`config.mk`:
```
export PLATFORM = sky130hd
export DESIGN_NAME = brk_entry_seq
export DESIGN_NICKNAME = d
export VERILOG_FILES = /design/src/rtl/brk_seq_pkg.sv /design/src/rtl/brk_seq_fsm.sv /design/src/rtl/brk_seq_sp.sv /design/src/rtl/brk_seq_frame.sv /design/src/rtl/brk_seq_result.sv /design/src/rtl/brk_entry_seq.sv
export SDC_FILE = /design/constraint.sdc
export NUM_CORES = 1
export LEC_CHECK = 0
export BUFFER_PORTS_ARGS = -buffer_cell sky130_fd_sc_hd__buf_4
export CAP_MARGIN = 20
export CORE_ASPECT_RATIO = 2
export CORE_UTILIZATION = 45
export DETAILED_ROUTE_END_ITERATION = 16
export HOLD_SLACK_MARGIN = 0.15
export PLACE_DENSITY = 0.81
export SLEW_MARGIN = 15
export SYNTH_ARGS = -nofsm -noshare
export SYNTH_HDL_FRONTEND = slang
export SYNTH_HIERARCHICAL = 1
export SYNTH_SLANG_ARGS = --single-unit
export TNS_END_PERCENT = 1
```
`constraint.sdc`:
```
create_clock -name clk -period 1.7 [get_ports clk]
set_input_delay 0.255 -clock clk [delete_from_list [all_inputs] [get_ports clk]]
set_output_delay 0.255 -clock clk [all_outputs]
set_load 0.02 [all_outputs]
```
`src/rtl/brk_seq_pkg.sv`:
```
// Package: brk_seq_pkg
// Holds the types and fixed sizes that the sequencer modules share.
// Assumes a byte-wide data path and a 16-bit address space.
package brk_seq_pkg;

    localparam int BYTE_W    = 8;
    localparam int ADDR_W    = 16;
    localparam int FRAME_LEN = 3;
    localparam int SLOT_W    = $clog2(FRAME_LEN);

    typedef enum logic [2:0] {
        ST_IDLE  = 3'd0,
        ST_PUSH0 = 3'd1,
        ST_PUSH1 = 3'd2,
        ST_PUSH2 = 3'd3,
        ST_LOAD  = 3'd4
    } seq_state_t;

endpackage

```
`src/rtl/brk_seq_fsm.sv`:
```
// Module: brk_seq_fsm
// Sequencer control. From idle, it accepts a trigger and then steps through
// three write states and one load state, one state per cycle.
// Assumes the trigger is a level that is sampled only in idle.
module brk_seq_fsm
    import brk_seq_pkg::*;
(
    input  logic              clk,
    input  logic              rst_n,
    input  logic              trig_i,
    output logic              accept_o,
    output logic              push_o,
    output logic [SLOT_W-1:0] slot_o,
    output logic              load_o,
    output logic              busy_o
);

    seq_state_t state_q;
    seq_state_t state_d;

    // Next-state decode for the entry sequence
    always_comb begin
        state_d = state_q;
        unique case (state_q)
            ST_IDLE:  if (trig_i) state_d = ST_PUSH0;
            ST_PUSH0: state_d = ST_PUSH1;
            ST_PUSH1: state_d = ST_PUSH2;
            ST_PUSH2: state_d = ST_LOAD;
            ST_LOAD:  state_d = ST_IDLE;
            default:  state_d = ST_IDLE;
        endcase
    end

    // State register with synchronous active-low reset
    always_ff @(posedge clk) begin
        if (!rst_n) state_q <= ST_IDLE;
        else        state_q <= state_d;
    end

    // Output decode: write slot, load strobe and busy level
    always_comb begin
        push_o = 1'b0;
        slot_o = '0;
        load_o = 1'b0;
        unique case (state_q)
            ST_PUSH0: begin push_o = 1'b1; slot_o = SLOT_W'(0); end
            ST_PUSH1: begin push_o = 1'b1; slot_o = SLOT_W'(1); end
            ST_PUSH2: begin push_o = 1'b1; slot_o = SLOT_W'(2); end
            ST_LOAD:  load_o = 1'b1;
            default:  ;
        endcase
    end

    assign accept_o = (state_q == ST_IDLE) && trig_i;
    assign busy_o   = (state_q != ST_IDLE);

endmodule

```
`src/rtl/brk_seq_sp.sv`:
```
// Module: brk_seq_sp
// Stack pointer register. It moves down by one after each frame write and
// wraps modulo 256. The page prefix is added elsewhere.
// Assumes at most one decrement per cycle.
module brk_seq_sp
    import brk_seq_pkg::*;
#(
    parameter logic [BYTE_W-1:0] SP_RESET = 8'hFF
)
(
    input  logic              clk,
    input  logic              rst_n,
    input  logic              dec_i,
    output logic [BYTE_W-1:0] sp_o
);

    logic [BYTE_W-1:0] sp_q;

    // Pointer register: reset to top of stack, step down after each write
    always_ff @(posedge clk) begin
        if (!rst_n)     sp_q <= SP_RESET;
        else if (dec_i) sp_q <= sp_q - BYTE_W'(1);
    end

    assign sp_o = sp_q;

endmodule

```
`src/rtl/brk_seq_frame.sv`:
```
// Module: brk_seq_frame
// Captures PC, status and vector when a trigger is taken. Builds the
// three-byte return frame and selects the byte for the current write slot.
// Assumes slot values 0..FRAME_LEN-1, with slot 0 written first.
module brk_seq_frame
    import brk_seq_pkg::*;
#(
    parameter int BRK_BIT = 4
)
(
    input  logic              clk,
    input  logic              rst_n,
    input  logic              accept_i,
    input  logic [ADDR_W-1:0] pc_i,
    input  logic [BYTE_W-1:0] flags_i,
    input  logic [ADDR_W-1:0] vector_i,
    input  logic [SLOT_W-1:0] slot_i,
    output logic [BYTE_W-1:0] byte_o,
    output logic [ADDR_W-1:0] cap_vector_o,
    output logic [BYTE_W-1:0] cap_flags_o
);

    localparam logic [BYTE_W-1:0] BRK_MASK = BYTE_W'(1) << BRK_BIT;

    logic [ADDR_W-1:0] cap_pc_q;
    logic [BYTE_W-1:0] cap_flags_q;
    logic [ADDR_W-1:0] cap_vec_q;
    logic [BYTE_W-1:0] frame [FRAME_LEN];

    // Snapshot registers, loaded only when a trigger is taken
    always_ff @(posedge clk) begin
        if (!rst_n) begin
            cap_pc_q    <= '0;
            cap_flags_q <= '0;
            cap_vec_q   <= '0;
        end else if (accept_i) begin
            cap_pc_q    <= pc_i;
            cap_flags_q <= flags_i;
            cap_vec_q   <= vector_i;
        end
    end

    // Frame layout: return address bytes low first, then the marked status
    genvar k;
    generate
        for (k = 0; k < FRAME_LEN; k++) begin : g_frame
            if (k == FRAME_LEN - 1) begin : g_status
                assign frame[k] = cap_flags_q | BRK_MASK;
            end else begin : g_pc
                assign frame[k] = cap_pc_q[k*BYTE_W +: BYTE_W];
            end
        end
    endgenerate

    // Slot select for the byte being written this cycle
    always_comb begin
        byte_o = '0;
        for (int i = 0; i < FRAME_LEN; i++) begin
            if (slot_i == SLOT_W'(i)) byte_o = frame[i];
        end
    end

    assign cap_vector_o = cap_vec_q;
    assign cap_flags_o  = cap_flags_q;

endmodule

```
`src/rtl/brk_seq_result.sv`:
```
// Module: brk_seq_result
// Architectural result registers. In the load step the program counter takes
// the captured vector and the status takes the captured flags with
// interrupt-disable set.
// Assumes exactly one load strobe per entry.
module brk_seq_result
    import brk_seq_pkg::*;
#(
    parameter int IDIS_BIT = 2
)
(
    input  logic              clk,
    input  logic              rst_n,
    input  logic              load_i,
    input  logic [ADDR_W-1:0] vector_i,
    input  logic [BYTE_W-1:0] flags_i,
    output logic [ADDR_W-1:0] pc_o,
    output logic [BYTE_W-1:0] flags_o
);

    localparam logic [BYTE_W-1:0] IDIS_MASK = BYTE_W'(1) << IDIS_BIT;

    logic [ADDR_W-1:0] pc_q;
    logic [BYTE_W-1:0] flags_q;

    // Result registers, updated once at the end of the sequence
    always_ff @(posedge clk) begin
        if (!rst_n) begin
            pc_q    <= '0;
            flags_q <= '0;
        end else if (load_i) begin
            pc_q    <= vector_i;
            flags_q <= flags_i | IDIS_MASK;
        end
    end

    assign pc_o    = pc_q;
    assign flags_o = flags_q;

endmodule

```
`src/rtl/brk_entry_seq.sv`:
```
// Module: brk_entry_seq
// Top level of the software break entry sequencer. It connects the control
// FSM, the stack pointer, the frame builder and the result registers, and
// forms page-one stack addresses.
// Assumes the memory accepts one byte write per cycle with no stall.
module brk_entry_seq
    import brk_seq_pkg::*;
#(
    parameter logic [BYTE_W-1:0] SP_RESET   = 8'hFF,
    parameter logic [BYTE_W-1:0] STACK_PAGE = 8'h01,
    parameter int                BRK_BIT    = 4,
    parameter int                IDIS_BIT   = 2
)
(
    input  logic        clk,
    input  logic        rst_n,
    input  logic        trig_i,
    input  logic [15:0] pc_i,
    input  logic [7:0]  flags_i,
    input  logic [15:0] vector_i,
    output logic        mem_we_o,
    output logic [15:0] mem_addr_o,
    output logic [7:0]  mem_wdata_o,
    output logic        busy_o,
    output logic [7:0]  sp_o,
    output logic [15:0] pc_o,
    output logic [7:0]  flags_o
);

    logic              accept;
    logic              push;
    logic [SLOT_W-1:0] slot;
    logic              load;
    logic [ADDR_W-1:0] cap_vector;
    logic [BYTE_W-1:0] cap_flags;
    logic [BYTE_W-1:0] sp;

    brk_seq_fsm u_fsm (
        .clk      (clk),
        .rst_n    (rst_n),
        .trig_i   (trig_i),
        .accept_o (accept),
        .push_o   (push),
        .slot_o   (slot),
        .load_o   (load),
        .busy_o   (busy_o)
    );

    brk_seq_sp #(.SP_RESET(SP_RESET)) u_sp (
        .clk   (clk),
        .rst_n (rst_n),
        .dec_i (push),
        .sp_o  (sp)
    );

    brk_seq_frame #(.BRK_BIT(BRK_BIT)) u_frame (
        .clk          (clk),
        .rst_n        (rst_n),
        .accept_i     (accept),
        .pc_i         (pc_i),
        .flags_i      (flags_i),
        .vector_i     (vector_i),
        .slot_i       (slot),
        .byte_o       (mem_wdata_o),
        .cap_vector_o (cap_vector),
        .cap_flags_o  (cap_flags)
    );

    brk_seq_result #(.IDIS_BIT(IDIS_BIT)) u_result (
        .clk      (clk),
        .rst_n    (rst_n),
        .load_i   (load),
        .vector_i (cap_vector),
        .flags_i  (cap_flags),
        .pc_o     (pc_o),
        .flags_o  (flags_o)
    );

    assign mem_we_o   = push;
    assign mem_addr_o = {STACK_PAGE, sp};
    assign sp_o       = sp;

endmodule

```
# After elaboration in Yosys (flattened, before gate mapping)

Cells that the tools add are included.

Shift operators: 0
Order comparisons: 0
Div/mod/pow operators: 0
Bitwise operators: 0
$add $sub $neg: 1
Muxes and demuxes: 8
Multiply operators: 0
Reduce and logical (&&, ||, !) cells: 5
Equal/unequal tests: 7

Operators by type and width:

| kind                                              | count |
|---|---|
| two-way mux 8 bit                                 | 3 |
| one-hot mux 3 bit (4 select lines)                | 1 |
| subtractor 8 x 1 -> 8 bit (second input constant) | 1 |
| == test 3 x 2 -> 1 bit (second input constant)    | 2 |
| one-hot mux 2 bit (2 select lines)                | 1 |
| == test 3 x 1 -> 1 bit (second input constant)    | 1 |
| == test 3 bit (second input constant)             | 1 |
| zero test 3 bit                                   | 1 |
| two-way mux 3 bit                                 | 1 |
| nonzero test 3 bit                                | 1 |
| OR reduction 3 bit                                | 1 |
| == test 2 x 1 -> 1 bit (second input constant)    | 1 |
| == test 2 bit (second input constant)             | 1 |
| zero test 2 bit                                   | 1 |
| two-way mux 1 bit                                 | 2 |
| inequality test 2 bit (second input constant)     | 1 |
| logical AND 1 bit                                 | 1 |

Output and inout port bits: 58
Bits in writable memories: 0
Latch bits: 0
Memories: 0
Register bits: 75
ROM bits: 0

# Logic depth before layout (Yosys ltp)

Depth in word-level cells: 6
Gate-level depth with buffers: 6
Mapped depth without buffers: 5

# By module

Netlist, hierarchy kept.

Modules (own cells, without submodules):

| module         | instances | seq. area each (um^2) | area each (um^2) | cells each |
|---|---|---|---|---|
| brk_seq_frame  | 1         | 800.8                 | 1740.4           | 150 |
| brk_seq_result | 1         | 480.5                 | 920.9            | 76 |
| brk_seq_sp     | 1         | 160.2                 | 345.3            | 37 |
| brk_seq_fsm    | 1         | 60.1                  | 146.4            | 17 |
| brk_entry_seq  | 1         | 0.0                   | 127.6            | 18 |

# Worst setup path after synthesis

No wires, ideal clock.

Path kind: register to register
Start: register u_fsm.state_q[1]
End: register u_sp.sp_q[7], in the netlist u_sp/sp_o[7]
Required time: 1638 ps
Setup slack: -411 ps
Setup time: 62 ps
Arrival: 2048 ps
Cell stages (with the launch flop): 6
Period minus slack after synthesis: 2111 ps
Cells stage by stage: dfxtp_1 nor2_1 nor2_1 or4b_4 or4_1 nand3_1

Cells in the longest elaborated chain, start to end: 3

RTL lines:

| element                                                          | line                | source |
|---|---|---|
| from (decl)                                                      | brk_seq_fsm.sv:18   | `seq_state_t state_q;` |
| from (signal assigned)                                           | brk_seq_fsm.sv:37   | `else state_q <= state_d;` |
| == test 3 x 1 -> 1 bit or == test 3 x 2 -> 1 bit (tied branches) | brk_seq_fsm.sv:45   | `unique case (state_q)` |
| OR reduction 3 bit (no line) *                                   | -                   |  |
| two-way mux 1 bit *                                              | brk_seq_fsm.sv:45   |  |
| net mem_we_o                                                     | brk_entry_seq.sv:21 | `output logic mem_we_o,` |
| to (signal assigned)                                             | brk_seq_sp.sv:22    | `else if (dec_i) sp_q <= sp_q - BYTE_W'(1);` |
| to (decl)                                                        | brk_seq_sp.sv:17    | `logic [BYTE_W-1:0] sp_q;` |

The timed path passes the listed nets; every way through them passes the cells marked *.
A chain may end at the register's enable or synchronous reset.

# Worst setup path in the final report

Start: register u_fsm.state_q[2]
End: output mem_wdata_o[1]

Cells in the longest elaborated chain, start to end: 6

RTL lines:

| element                              | line                | source |
|---|---|---|
| == test 3 x 2 -> 1 bit               | brk_seq_fsm.sv:45   |  |
| one-hot mux 2 bit (2 select lines) * | brk_seq_fsm.sv:45   |  |
| net slot[0]                          | brk_entry_seq.sv:32 | `logic [SLOT_W-1:0] slot;` |
| zero test 2 bit                      | brk_seq_frame.sv:59 | `if (slot_i == SLOT_W'(i)) byte_o = frame[i];` |
| two-way mux 8 bit (2 in a row)       | brk_seq_frame.sv:59 |  |
| two-way mux 8 bit *                  | brk_seq_frame.sv:59 |  |
| to (decl)                            | brk_entry_seq.sv:23 | `output logic [7:0] mem_wdata_o,` |

Marks and branches as above.

==> summary.md <==
| Metric | Value |
|---|---|
| Status | finished with violations |
| Failing checks | negative setup slack |
| Worst skew pair latency | 0.33 ns |
| P_leak | 1.742 nW |
| Commonest non-fill, non-tap cell in the layout | buf_4 |
| CP startpoint kind | flip-flop |
| Initial core utilization | 0.4691 |
| Dpl hpwl | 4729 µm |
| Worst endpoint data arrival time | 1.60 ns |
| Setup ws final | -0.1501 ns |
| Nets | 431 |
| Most frequent cells in the layout | buf_4, dfxtp_1, mux2i_1 |
| Worst Path Max Fanout | 6 |
| Share of cells above drive strength 1 | 0.3376 |
| Worst-path clk slew | 0.05 ns |
| Class of the worst hold path | primary input to flip-flop |
| FFs w/ async S/R, synth | 0 |
| I/O Buffers | 92 |
| Area growth, synth to finish | 29.90% |
| Slowest cell on crit path | dfxtp_4 |
| CTS tree | yes |
| Critical path required time | 1.44 ns |
| Grt ovf | 0 |
| Synth Instances | 298 |
| R2r setup slk | 0.01 ns |
| Maximum VDD drop | 0.0008704 V |
| Synth Flop Type | dfxtp_1 |
| Fin util | 0.6093 |
| GRT Total Usage | 0.1854 |
| CTS root buffer | clkbuf_16 |
| Fraction of the yosys area taken by sequential cells | 0.4577 |
| Final slew viol count | 0 |
| Hold_ws | 0.1820 ns |
| Crit Path Class | flip-flop to primary output |
| TritonCTS Buffers | 9 |
| Min Tclk post-route | 1.850 ns |
| Multi-input logic area | 1514 µm² |
| Pwr dens | 1012 nW/µm² |
| # Max-Cap Violations | 0 |
| Routed vias | 2292 |
| Worst Setup End Kind | primary output |
| Drt drc | 0 |
| RSZ-0062 raised after global routing | true |
| RD Place Congestion | 0.7414 |
| Setup TNS | -0.9568 ns |
| Reg2reg end | u_sp/sp_o[7]$_SDFFE_PN1P_ |
| Reg area | 1513 µm² |
| DRT Wirelength | 6813 µm |
| Slowest stage delay, CP | 0.37 ns |
| Initial DRC count | 44 |
| Min-delay src | flags_i[5] |
| Largest net degree at the start of global routing | 40 |
| Flops & latches, synth | 75 |
| N_diodes | 0 |
| Cell count of the worst reg-to-reg path | 6 |
| Hold Path Stages | 3 |
| YS warnings | 6 |
| Hold Path Sink | u_frame/cap_flags_o[5]$_SDFFE_PN0P_ |
| Die area | 7657 µm² |
| Wirelength per Cell | 14.16 µm |
| Hold-fix buffers, CTS | 0 |
| Clock buffer depth | 2 |
| Vias per cell | 4.765 |
| # clock sinks | 75 |
| Syn Std Cell Area | 3281 µm² |
| DIE WIDTH | 62.38 µm |
| EDFF count, synth | 0 |
| Core area | 6994 µm² |
| Worst path cell trace | nor3b_4, buf_6, mux2i_2, o2bb2ai_1, buf_4 |
| Initial antenna violation count | 0 |
| Final Hold Vio Count | 0 |
| R2r startpoint | u_fsm/state_q[1]$_SDFFE_PN0P_ |
| Chip Height | 122.8 µm |
| First-pass GRT wire length | 10770 µm |
| DRT antenna net count | 0 |
| Crit share post-route | 1.088 |
| Synth cell types | 34 |
| Htree depth | 3 |
| Core Rows | 43 |
| Synth Area per Inst | 11.01 µm² |
| Fmax | 540.5 MHz |
| FILL cells | 610 |
| Drt first pass iters | 4 |
| Clock Skews | 0.006218 ns |
| Setup violations, final | 8 |
| Vias in the first global route | 2337 |
| IO Count | 101 |
-- cell type report --
cell class | instances | share of cell area
multi-input cells | 192 | 0.3553
repair buffers | 106 | 0.1991
clock buffers | 13 | 0.05872
clock inverters | 2 | 0.002936
inverters | 3 | 0.002642
flip-flops and latches | 75 | 0.3550
well taps | 90 | 0.02642
-- state kept, by name (all words and copies together), names as in the netlist --
register	flops
u_frame/cap_pc_q	16
u_frame/cap_vector_o	16
u_result/pc_o	16
u_frame/cap_flags_o	8
u_result/flags_o	8
u_sp/sp_o	8
u_fsm/state_q	3
-- synth_stat cells (2+ instances only) --
cell       number  area, µm²
dfxtp_1        75       1501
o21ai_0         2      10.01
o2bb2ai_1       7      61.31
nand3_1         3      15.01
a21oi_1         2      10.01
mux2i_1        70      700.7
and2_1          2      12.51
or4_1           3      22.52
nand2_1         5      18.77
xnor2_1         2      17.52
nor2b_1        63      394.1
o31ai_1         3      22.52
buf_12          6      120.1
nor2_1          5      18.77
conb_1          2      7.510
inv_1           3      11.26
buf_4          18      135.1
buf_6           3      33.78
nor3_1          2      10.01
nand2b_1        2      12.51
clkbuf_1        7      26.28
-- routing by layer --
layer	vias to the layer above	global-route usage	wire, µm
met5	-	0	0
met3	9	0.05669	286
met2	60	0.3633	3897
met4	0	0.08721	112
li1	1154	-	-
met1	1069	0.1701	2516
-- timing repair --
item | CTS | global route
pin swaps | 5 | 4
endpoints found under the setup margin | 8 | 42
buffers inserted | 4 | 1
cloned | 1 | 0
gates resized for setup | 9 | 4
-- worst max-delay path by stage --
| stage | depth (start not counted) | start | slack, ns | to |
|---|---|---|---|---|
| after floorplan | 5 | u_fsm/state_q[1]$_SDFFE_PN0P_ | -0.0006 | u_sp/sp_o[5]$_SDFFE_PN1P_ |
| after global placement | 5 | u_fsm/state_q[0]$_SDFFE_PN0P_ | 0.13 | u_sp/sp_o[7]$_SDFFE_PN1P_ |
| after detailed placement | 5 | u_fsm/state_q[0]$_SDFFE_PN0P_ | 0.05 | u_sp/sp_o[7]$_SDFFE_PN1P_ |
| after CTS | 5 | u_fsm/state_q[0]$_SDFFE_PN0P_ | -0.18 | mem_wdata_o[3] |
| after global routing | 5 | u_fsm/state_q[2]$_SDFFE_PN0P_ | -0.26 | mem_wdata_o[1] |
| final | 5 | u_fsm/state_q[2]$_SDFFE_PN0P_ | -0.15 | mem_wdata_o[1] |
-- critical path: cells and delay by family, from the launching register on --
| family | cells | cell delay (ns) |
|---|---|---|
| AO/OA/AOI/OAI | 1 | 0.08 |
| flip-flops | 1 | 0.37 |
| buffers and inverters | 2 | 0.34 |
| AND/OR/NAND/NOR | 1 | 0.27 |
| multiplexers | 1 | 0.21 |
-- metrics by stage --
| stage | power [W] | std cells | worst slack (ns) | area [µm²] |
|---|---|---|---|---|
| 2_1_floorplan | 0.002456 | 304 | -0.0005806 | 3316 |
| 3_3_place_gp | 0.002621 | 460 | 0.1258 | 3911 |
| 3_5_place_dp | 0.002641 | 460 | 0.05372 | 3911 |
| 4_1_cts | 0.004356 | 480 | -0.1808 | 4239 |
| 5_1_grt | 0.004507 | 481 | -0.2574 | 4262 |
| 6_report | 0.004311 | 481 | -0.1501 | 4262 |
-- logic make-up (layout without fill, tap and decap cells) --
family          count (synthesis)  count (layout)  share of synthesized area
simple gates                   95              95                     0.1812
flops                          75              75                     0.4577
mux                            70              70                     0.2136
buf+inv                        37             124                    0.09954
compound gates                 15              15                    0.03394
xor+xnor                        3               3                   0.008011
other cells                     2               8                   0.002289
fa+ha+maj                       1               1                   0.003813
-- power by group --
| part | internal [W] | switching (W) |
|---|---|---|
| sequential | 0.00185 | 0.0000668 |
| clock | 0.00102 | 0.000660 |
| combinational | 0.000377 | 0.000336 |
| total | 0.00325 | 0.00106 |
Power figures use the tool's default switching activity.
